## config.mk

```make
export PLATFORM = sky130hd
export DESIGN_NAME = limbmac_chain
export DESIGN_NICKNAME = d
export VERILOG_FILES = /design/src/rtl/limbmac_pkg.sv /design/src/rtl/limbmac_mul.sv /design/src/rtl/limbmac_carry.sv /design/src/rtl/limbmac_chain.sv
export SDC_FILE = /design/constraint.sdc
export NUM_CORES = 1
export LEC_CHECK = 0
export BUFFER_PORTS_ARGS = -buffer_cell sky130_fd_sc_hd__buf_4
export CAP_MARGIN = 20
export CELL_PAD_IN_SITES_DETAIL_PLACEMENT = 0
export CELL_PAD_IN_SITES_GLOBAL_PLACEMENT = 1
export CORE_AREA = 4 4 329 331
export DETAILED_ROUTE_END_ITERATION = 12
export DIE_AREA = 0 0 333 335
export MAX_ROUTING_LAYER = met4
export PLACE_DENSITY_LB_ADDON = 0.1
export SYNTH_ARGS = -nofsm -noshare
export SYNTH_HDL_FRONTEND = slang
export SYNTH_HIERARCHICAL = 1
export SYNTH_SLANG_ARGS = --single-unit
```

## constraint.sdc

```tcl
create_clock -name clk -period 9.6 [get_ports clk]
set_input_delay 0.48 -clock clk [delete_from_list [all_inputs] [get_ports clk]]
set_output_delay 0.48 -clock clk [all_outputs]
set_load 0.05 [all_outputs]
```

## src/rtl/limbmac_pkg.sv

```systemverilog
package limbmac_pkg;
  typedef enum logic [1:0] {
    ST_IDLE,
    ST_WAIT,
    ST_MUL
  } chain_state_e;
endpackage

```

## src/rtl/limbmac_mul.sv

```systemverilog
// Multicycle shift-add unit: {hi,lo} = a*b + c + d in W cycles.
// Both addends are preloaded into the upper accumulator; their bits
// drain into the low word as the multiplier bits are consumed.
module limbmac_mul #(
  parameter int W = 64
) (
  input  logic         clk,
  input  logic         rst,
  input  logic         go,
  input  logic [W-1:0] op_a,
  input  logic [W-1:0] op_b,
  input  logic [W-1:0] op_c,
  input  logic [W-1:0] op_d,
  output logic         running,
  output logic         done,
  output logic [W-1:0] prod_hi,
  output logic [W-1:0] prod_lo
);
  localparam int CW = (W > 1) ? $clog2(W) : 1;
  localparam logic [CW-1:0] LAST = CW'(W - 1);

  logic [W:0]   hi_q;
  logic [W-1:0] lo_q;
  logic [W-1:0] b_q;
  logic [CW-1:0] cnt_q;
  logic         run_q;
  logic         done_q;
  logic [W+1:0] sum;

  always_comb begin
    sum = {1'b0, hi_q} + (lo_q[0] ? {2'b00, b_q} : '0);
  end

  always_ff @(posedge clk) begin
    if (rst) begin
      hi_q   <= '0;
      lo_q   <= '0;
      b_q    <= '0;
      cnt_q  <= '0;
      run_q  <= 1'b0;
      done_q <= 1'b0;
    end else begin
      done_q <= 1'b0;
      if (go && !run_q) begin
        hi_q  <= {1'b0, op_c} + {1'b0, op_d};
        lo_q  <= op_a;
        b_q   <= op_b;
        cnt_q <= '0;
        run_q <= 1'b1;
      end else if (run_q) begin
        {hi_q, lo_q} <= {sum, lo_q[W-1:1]};
        cnt_q        <= cnt_q + 1'b1;
        if (cnt_q == LAST) begin
          run_q  <= 1'b0;
          done_q <= 1'b1;
        end
      end
    end
  end

  assign running = run_q;
  assign done    = done_q;
  assign prod_hi = hi_q[W-1:0];
  assign prod_lo = lo_q;


  no_overflow_chk: assert property (@(posedge clk) disable iff (rst)
    done_q |-> !hi_q[W]);


  mul_done_after_run_chk: assert property (@(posedge clk) disable iff (rst)
    done_q |-> $past(run_q));
endmodule

```

## src/rtl/limbmac_carry.sv

```systemverilog
// Architectural carry register: chain commit has priority over software write.
module limbmac_carry #(
  parameter int W = 64
) (
  input  logic         clk,
  input  logic         rst,
  input  logic         sw_wr,
  input  logic [W-1:0] sw_data,
  input  logic         chain_wr,
  input  logic [W-1:0] chain_data,
  output logic [W-1:0] q
);
  logic [W-1:0] q_r;

  always_ff @(posedge clk) begin
    if (rst)           q_r <= '0;
    else if (chain_wr) q_r <= chain_data;
    else if (sw_wr)    q_r <= sw_data;
  end

  assign q = q_r;


  carry_commit_chk: assert property (@(posedge clk) disable iff (rst)
    chain_wr |=> (q_r == $past(chain_data)));
endmodule

```

## src/rtl/limbmac_chain.sv

```systemverilog
module limbmac_chain
  import limbmac_pkg::*;
#(
  parameter int W     = 64,
  parameter int CNT_W = 8
) (
  input  logic             clk,
  input  logic             rst,
  input  logic             start,
  input  logic [CNT_W-1:0] limb_count,
  input  logic [W-1:0]     mult_b,
  input  logic             carry_wr,
  input  logic [W-1:0]     carry_wdata,
  input  logic             in_valid,
  input  logic [W-1:0]     in_a,
  input  logic [W-1:0]     in_c,
  output logic             in_ready,
  output logic             busy,
  output logic             res_valid,
  output logic [W-1:0]     res_limb,
  output logic             carry_valid,
  output logic [W-1:0]     carry_out,
  output logic [W-1:0]     carry_state
);
  chain_state_e     state_q;
  logic [CNT_W-1:0] left_q;
  logic [W-1:0]     fwd_q;
  logic [W-1:0]     b_q;
  logic             mul_go, mul_run, mul_done;
  logic [W-1:0]     mul_hi, mul_lo;
  logic             last_step;
  logic             sw_wr;

  assign mul_go    = (state_q == ST_WAIT) && in_valid;
  assign last_step = (state_q == ST_MUL) && mul_done && (left_q == CNT_W'(1));
  assign sw_wr     = carry_wr && (state_q == ST_IDLE) && !start;

  limbmac_mul #(.W(W)) u_mul (
    .clk     (clk),
    .rst     (rst),
    .go      (mul_go),
    .op_a    (in_a),
    .op_b    (b_q),
    .op_c    (in_c),
    .op_d    (fwd_q),
    .running (mul_run),
    .done    (mul_done),
    .prod_hi (mul_hi),
    .prod_lo (mul_lo)
  );

  limbmac_carry #(.W(W)) u_carry (
    .clk        (clk),
    .rst        (rst),
    .sw_wr      (sw_wr),
    .sw_data    (carry_wdata),
    .chain_wr   (last_step),
    .chain_data (mul_hi),
    .q          (carry_state)
  );

  always_ff @(posedge clk) begin
    if (rst) begin
      state_q     <= ST_IDLE;
      left_q      <= '0;
      fwd_q       <= '0;
      b_q         <= '0;
      res_valid   <= 1'b0;
      res_limb    <= '0;
      carry_valid <= 1'b0;
      carry_out   <= '0;
    end else begin
      res_valid   <= 1'b0;
      carry_valid <= 1'b0;
      case (state_q)
        ST_IDLE: begin
          if (start) begin
            b_q    <= mult_b;
            fwd_q  <= carry_state;
            left_q <= limb_count;
            if (limb_count == '0) begin
              carry_valid <= 1'b1;
              carry_out   <= carry_state;
            end else begin
              state_q <= ST_WAIT;
            end
          end
        end
        ST_WAIT: begin
          if (in_valid) state_q <= ST_MUL;
        end
        ST_MUL: begin
          if (mul_done) begin
            res_valid <= 1'b1;
            res_limb  <= mul_lo;
            fwd_q     <= mul_hi;
            left_q    <= left_q - 1'b1;
            if (left_q == CNT_W'(1)) begin
              carry_valid <= 1'b1;
              carry_out   <= mul_hi;
              state_q     <= ST_IDLE;
            end else begin
              state_q <= ST_WAIT;
            end
          end
        end
        default: state_q <= ST_IDLE;
      endcase
    end
  end

  assign busy     = (state_q != ST_IDLE);
  assign in_ready = (state_q == ST_WAIT);


  result_from_mul_chk: assert property (@(posedge clk) disable iff (rst)
    res_valid |-> $past(state_q == ST_MUL));


  mul_only_when_busy_chk: assert property (@(posedge clk) disable iff (rst)
    mul_run |-> (state_q == ST_MUL));


  carry_hold_chk: assert property (@(posedge clk) disable iff (rst)
    ((state_q == ST_WAIT) && carry_wr) |=> $stable(carry_state));


  empty_chain_chk: assert property (@(posedge clk) disable iff (rst)
    (carry_valid && !res_valid) |-> $past((state_q == ST_IDLE) && start));
endmodule

```

== Yosys cells after proc, flatten, opt, wreduce, memory -nomap -nowiden ==
Index checks and enable logic that the tools add are counted.

* ROM bits: 0
* Bits in writable memories: 0
* Input bits: 269
* Bits in latches: 0
* Memories: 0
* Word-level logic and storage cells: 87
* Bits in registers: 533

* Multiplexer cells: 34
* Bitwise operators: 2
* Multiply operators: 0
* Divide/modulo/power cells: 0
* Add/subtract/negate cells: 4
* Shifts and indexed selects: 0
* Equal/unequal tests: 10
* Reduce and logical (&&, ||, !) cells: 22
* $lt $le $gt $ge: 0

{| class="wikitable"
|+ Operators by type and width
! cell !! count
|-
| 64-bit two-way mux || 11
|-
| 64-bit case mux with 2 select lines || 2
|-
| 65-bit two-way mux || 2
|-
| 65-bit by 66-bit adder with 66-bit output || 1
|-
| 64-bit by 64-bit adder with 65-bit output || 1
|-
| 8-bit two-way mux || 2
|-
| 8-bit case mux with 2 select lines || 1
|-
| 1-bit two-way mux || 10
|-
| 8-bit by 1-bit equality test with 1-bit output, second input constant || 1
|-
| 8-bit logical NOT || 1
|-
| 2-bit two-way mux || 4
|-
| 2-bit nonzero test || 4
|-
| 8-bit by 1-bit subtractor with 8-bit output, second input constant || 1
|-
| 6-bit by 1-bit adder with 6-bit output, second input constant || 1
|-
| 6-bit equality test, second input constant || 1
|-
| 1-bit logical AND || 6
|-
| 2-bit by 1-bit != test with 1-bit output, second input constant || 3
|-
| 2-bit != test, second input constant || 3
|-
| 2-bit case mux with 3 select lines || 1
|-
| 5-bit AND reduction || 1
|-
| 2-bit AND reduction || 2
|-
| 4-bit AND reduction || 1
|-
| 2-bit OR reduction || 2
|-
| 3-bit AND reduction || 1
|-
| 7 further kinds || 9
|}

== Depth between registers and ports, before layout ==
* Word-level depth: 5
* Gate-level depth with buffers: 16
* Gate-level depth less buffers: 14

== Modules after synthesis ==
Netlist, hierarchy kept.

{| class="wikitable"
|+ By module, submodules not included
! module !! times used !! cells each !! seq. area each (um^2) !! area an instance (um^2)
|-
| limbmac_mul || 1 || 2,199 || 4,023.9 || 16,360.7
|-
| limbmac_chain || 1 || 1,132 || 5,365.1 || 9,874.5
|-
| limbmac_carry || 1 || 284 || 1,281.2 || 3,045.4
|}

== Worst setup path before layout ==
No wires, ideal clock.

* Kind: reg-to-reg
* Start: reg u_mul.lo_q[0], in the netlist u_mul/prod_lo[0]
* End: reg u_mul.hi_q[59]
* Data required time: 9.480 ns
* Path slack: 5.997 ns
* Path buffers: 1
* Arrival time: 3.483 ns
* Stages on the path, launching flop included: 16
* Cell sequence: dfxtp_1 clkbuf_1 and2_1 ha_1 fa_1 a21oi_2 o21bai_1 o211ai_2 a2111oi_0 or3b_4 o31a_2 a31oi_4 o211ai_1 a21boi_2 o21ai_1 a211o_1

* Longest elaborated chain between the ends: 4

{| class="wikitable"
|+ Ends and longest elaborated chain
! item !! line !! source
|-
| start, declared || limbmac_mul.sv:23 || <nowiki>logic [W-1:0] lo_q;</nowiki>
|-
| start signal, assigned || limbmac_mul.sv:46 || <nowiki>lo_q <= op_a;</nowiki>
|-
| start signal, assigned || limbmac_mul.sv:51 || <nowiki>{hi_q, lo_q} <= {sum, lo_q[W-1:1]};</nowiki>
|-
| 64-bit two-way mux || limbmac_mul.sv:31 || <nowiki>sum = {1'b0, hi_q} + (lo_q[0] ? {2'b00, b_q} : '0);</nowiki>
|-
| 65-bit by 66-bit adder with 66-bit output || limbmac_mul.sv:31 ||
|-
| 65-bit two-way mux || limbmac_mul.sv:50 || <nowiki>end else if (run_q) begin</nowiki>
|-
| 65-bit two-way mux || limbmac_mul.sv:44 || <nowiki>if (go && !run_q) begin</nowiki>
|-
| end signal, assigned || limbmac_mul.sv:45 || <nowiki>hi_q <= {1'b0, op_c} + {1'b0, op_d};</nowiki>
|-
| end signal, assigned || limbmac_mul.sv:51 ||
|-
| end, declared || limbmac_mul.sv:22 || <nowiki>logic [W:0] hi_q;</nowiki>
|}

Every way passes these cells. The select of a mux whose other input is x is not followed.
A chain may end at the register's enable or synchronous reset.

== Final worst setup path ==
Ends and elaborated chain as after synthesis.

==> results.txt <==
----------------------------------------------------
[Status]
  Outcome ... complete, no violations

[Critical path]
  Arrival time of the worst setup path ... around 4.7 ns
  Type of origin of the critical path ... register
  Worst reg2reg path startpoint ... u_mul/prod_lo[0]$_SDFFE_PP0P_
  Worst Path Class, Setup ... register to register
  Family with the most delay on the worst path ... compound AO/OA/AOI/OAI gates
  Critical path origin ... u_mul/prod_lo[0]$_SDFFE_PP0P_
  Reg2reg end ... u_mul/hi_q[59]$_SDFFE_PP0P_
  Req. time, crit path ... roughly 10 ns
  Minimum setup slack among reg-to-reg paths ... about 5.4 ns
  Max Fanout on Critical Path ... 66
  Cells on worst reg2reg path ... 15
  CP Buf/Inv Count ... 1
  Largest incremental delay on the critical path ... ~0.45 ns
  Crit path max-delay cell type ... or3b_4
  Cell breakdown of the critical path ... buf_4 -> and2_1 -> ha_1 -> fa_1 -> a21oi_2 -> o21bai_1 -> o211ai_2 -> a2111oi_0 -> or3b_4 -> o31a_2 -> a31oi_4 -> o211ai_1 -> a21boi_2 -> o21ai_1 -> a211o_1
  Endpoint class of the critical path ... register
  Capture point of the critical path ... u_mul/hi_q[59]$_SDFFE_PP0P_
  Number of stages on the worst setup path ... 15

[Die]
  Die outline width ... 333 um
  Placeable Area ... around 0.11 mm2
  Die H ... 335 um
  Std-Cell Rows ... 119
  Floorplan die area ... approximately 0.11 mm2
  Effective utilization at floorplan ... 0.279
  IO Pins ... around 470

[Placement]
  Estimated wirelength of the detail-placed design ... ~85 mm
  Placed insts ... between 5000 and 6000
  Routability Congestion ... 0.849
  Number of port buffers ... approximately 460

[Detailed routing]
  DRC Markers ... 0
  Final routed wire length divided by cell count ... approximately 21 um
  Antenna-violating nets left ... 0
  Iter 0 DRT Violations ... ~1600
  First-pass DRT Iterations ... 5
  Number of vias per cell ... ~5
  Overall routed net length ... between 100 and 150 mm
  Vias ... around 26000

[Clocking]
  Clock insertion delay at the later pin of the skew report ... around 0.64 ns
  Hold buffers post-CTS ... 0
  Number of clock sinks ... between 500 and 600
  CTS tree ... yes
  Cts bufs inserted ... approximately 70
  Largest buffer count on any clock path ... 3
  H-Tree Depth ... 3
  CTS clock-pin slew for the worst setup and hold paths ... 0.06 ns
  Cell chosen for the clock root ... clkbuf_16
  Number of buffers inserted to repair setup after CTS ... 0
  Count of cells resized by post-cts repair ... 0

[Power]
  Int Power ... 4.38 mW
  Power spent charging and discharging nets ... about 2.0 mW
  Power per unit of standard cell area ... roughly 180 mW/mm2
  P_leak ... ~14 nW
  Power share of the combinational group ... 0.196
  Worst IR Drop VDD ... between 0.0001 and 0.00015 V
  Switching part of the total ... 0.315
  Flop pwr share ... 0.394
  Clock power frac ... 0.410

[Logic synthesis]
  Leading cell type by number of instances after synthesis ... dfxtp_1
  Async set-reset flop share out of synthesis ... 0
  Synthesized Nets ... 4017
  Cell type with the largest total area after synthesis ... dfxtp_1
  Top-area cell type share of the netlist area ... 0.364
  Number of enable flip-flop cells after synthesis ... 0
  Cell types occupying the most area after synthesis ... dfxtp_1, a21oi_1, nand2_1
  Number of flip-flops and latches in the synthesized netlist ... 533
  Most frequent cells after synthesis ... dfxtp_1, nand2_1, a21oi_1
  Sequential fraction of the synthesis area ... 0.364
  Commonest register cell after synthesis ... dfxtp_1
  Count of cell types in the netlist ... 85
  Syn_area_per_cell ... 8.10 um2
  Cell Area, Synth ... slightly below 0.03 mm2
  Total of warnings raised by yosys ... 6
  Cells after Synth ... 3615

[Timing]
  Tightest slew margin relative to the limit ... 0.363
  Worst Skew ... 0.0285 ns
  Portion of the clock cycle consumed by the worst path in the final layout ... 0.437
  Max Clk Rate ... between 0.2 and 0.25 GHz
  Slew at the pin closest to its max-slew limit ... between 0.9 and 1 ns
  Setup repair after global routing missed its margin ... no
  Hold slack final ... approximately 0.094 ns
  Total of endpoints with negative setup slack in the final report ... 0
  Final worst path period need ... around 4.2 ns
  Post-Route Setup TNS ... 0 ns
  Final Hold Vio Count ... 0
  Total count of max-transition violations in the final report ... 0

[Finish]
  Post-route insts no fill ... around 5300
  Final design utilization ... 0.338
  Layout overhead on the synthesized area ... 21.3%
  Fraction of layout cells with a size suffix above 1 ... 0.166
  Final nets ... between 4000 and 5000
  Total of fill cells in the finished design ... ~11000

[Global routing]
  Maximum number of pins on one net before global-route repair ... around 130
  Total routing resource utilization after global routing ... 0.201
  Number of global-route vias before repair ... 25937
  Remaining global-route overflow ... 0
  Initial antenna violation count ... 26
  First-pass GRT wire length ... ~170 mm

[Hold path]
  Worst hold path class ... input port to register

[Job]
  Max-Cap Viols ... 0

----------------------------------------------------
[how the worst min path moves through the flow]
stage / startpoint / to / slack (ns) / cells past startpoint
after floorplan: u_mul/b_q[0]$_SDFFE_PP0P_ / u_mul/b_q[0]$_SDFFE_PP0P_ / 0.43 / 2
after global placement: u_mul/b_q[37]$_SDFFE_PP0P_ / u_mul/b_q[37]$_SDFFE_PP0P_ / 0.44 / 2
after detailed placement: u_mul/b_q[28]$_SDFFE_PP0P_ / u_mul/b_q[28]$_SDFFE_PP0P_ / 0.44 / 2
after CTS: mult_b[45] / b_q[45]$_SDFFE_PP0P_ / 0.03 / 3
after global routing: mult_b[43] / b_q[43]$_SDFFE_PP0P_ / 0.05 / 3
final: mult_b[43] / b_q[43]$_SDFFE_PP0P_ / 0.09 / 3
[worst register-to-register path: stages, from the launching register on]
cell and delay, ns:
dfxtp_2 0.31, buf_4 0.26, and2_1 0.33, ha_1 0.23
fa_1 0.43, a21oi_2 0.18, o21bai_1 0.11, o211ai_2 0.21
a2111oi_0 0.14, or3b_4 0.45, o31a_2 0.42, a31oi_4 0.25
o211ai_1 0.18, a21boi_2 0.25, o21ai_1 0.08, a211o_1 0.27
[cells by family after synthesis]
kind of cell | count (synthesis) | synth area share
xor gates and xnor gates | 116 | 0.0347
AOI/OAI and AO/OA | 1080 | 0.237
muxes | 186 | 0.0636
DFF | 533 | 0.364
buffers and inverters | 370 | 0.0608
and+or+nand+nor | 1197 | 0.182
adders and majority gates | 133 | 0.0573
[cells in the final DEF (no fill, tap or decap), drive strengths merged, types with 15 or more instances in the layout]
master,count
dfxtp,533
nand2,522
buf,495
a21oi,452
nor2,319
a211oi,208
mux2i,185
ha,131
clkbuf,102
o21ai,86
nor2b,84
a21o,78
and2,71
nor3,69
xnor2,66
xor2,50
inv,43
o21a,39
nand4,34
o21bai,33
o22ai,32
nand3,30
diode,24
o22a,24
a221oi,23
a31oi,17
and3,15
[power by group through the flow]
| stage | Sequential [mW] | Combinational [mW] | Clock, mW |
|---|---|---|---|
| 5_1_grt | 2.54 | 1.39 | 2.81 |
| 3_3_place_gp | 2.57 | 1.26 | 0 |
| 4_1_cts | 2.52 | 1.26 | 2.73 |
| 3_5_place_dp | 2.57 | 1.25 | 0 |
| 2_1_floorplan | 2.52 | 0.872 | 0 |
| 6_report | 2.52 | 1.25 | 2.63 |
[state kept, by name (all words and copies together), names as in the netlist]
signal         flops
res_valid          1
u_mul/done         1
res_limb          64
b_q               64
carry_valid        1
u_mul/running      1
u_mul/cnt_q        6
fwd_q             64
state_q            2
u_carry/q         64
u_mul/b_q         64
u_mul/hi_q        65
left_q             8
u_mul/prod_lo     64
carry_out         64
[layer usage]
metal / part of all wire / wire [um] / track usage / vias up
li1: - / - / - / 13289
met2: 0.41 / 46900 / 0.283 / 627
met4: 0.020 / 2310 / 0.0457 / 0
met5: 0 / 0 / - / -
met3: 0.060 / 6740 / 0.0465 / 133
met1: 0.51 / 57100 / 0.289 / 12432
[per-stage QoR]
| step | setup slack [ns] | cell area [um2] | power (mW) |
|---|---|---|---|
| global placement | 5.47 | 33200 | 3.83 |
| floorplan | 6.00 | 29300 | 3.39 |
| global route | 5.04 | 35500 | 6.74 |
| finish | 5.41 | 35500 | 6.40 |
| detailed placement | 5.39 | 33200 | 3.82 |
| CTS | 5.37 | 35400 | 6.51 |
[area by class of cell]
class                      instances  area, um2  area share
clock buffer                     102       2050      0.0578
multi-input combinational       2712      16900       0.475
inverter                          42        159     0.00447
antenna                           24       60.1     0.00169
timing repair buffer             495       3740       0.105
sequential                       533      10700       0.301
clock inverter                    17        200     0.00564
tap                             1391       1740      0.0490
(Power assumes the default switching activity.)
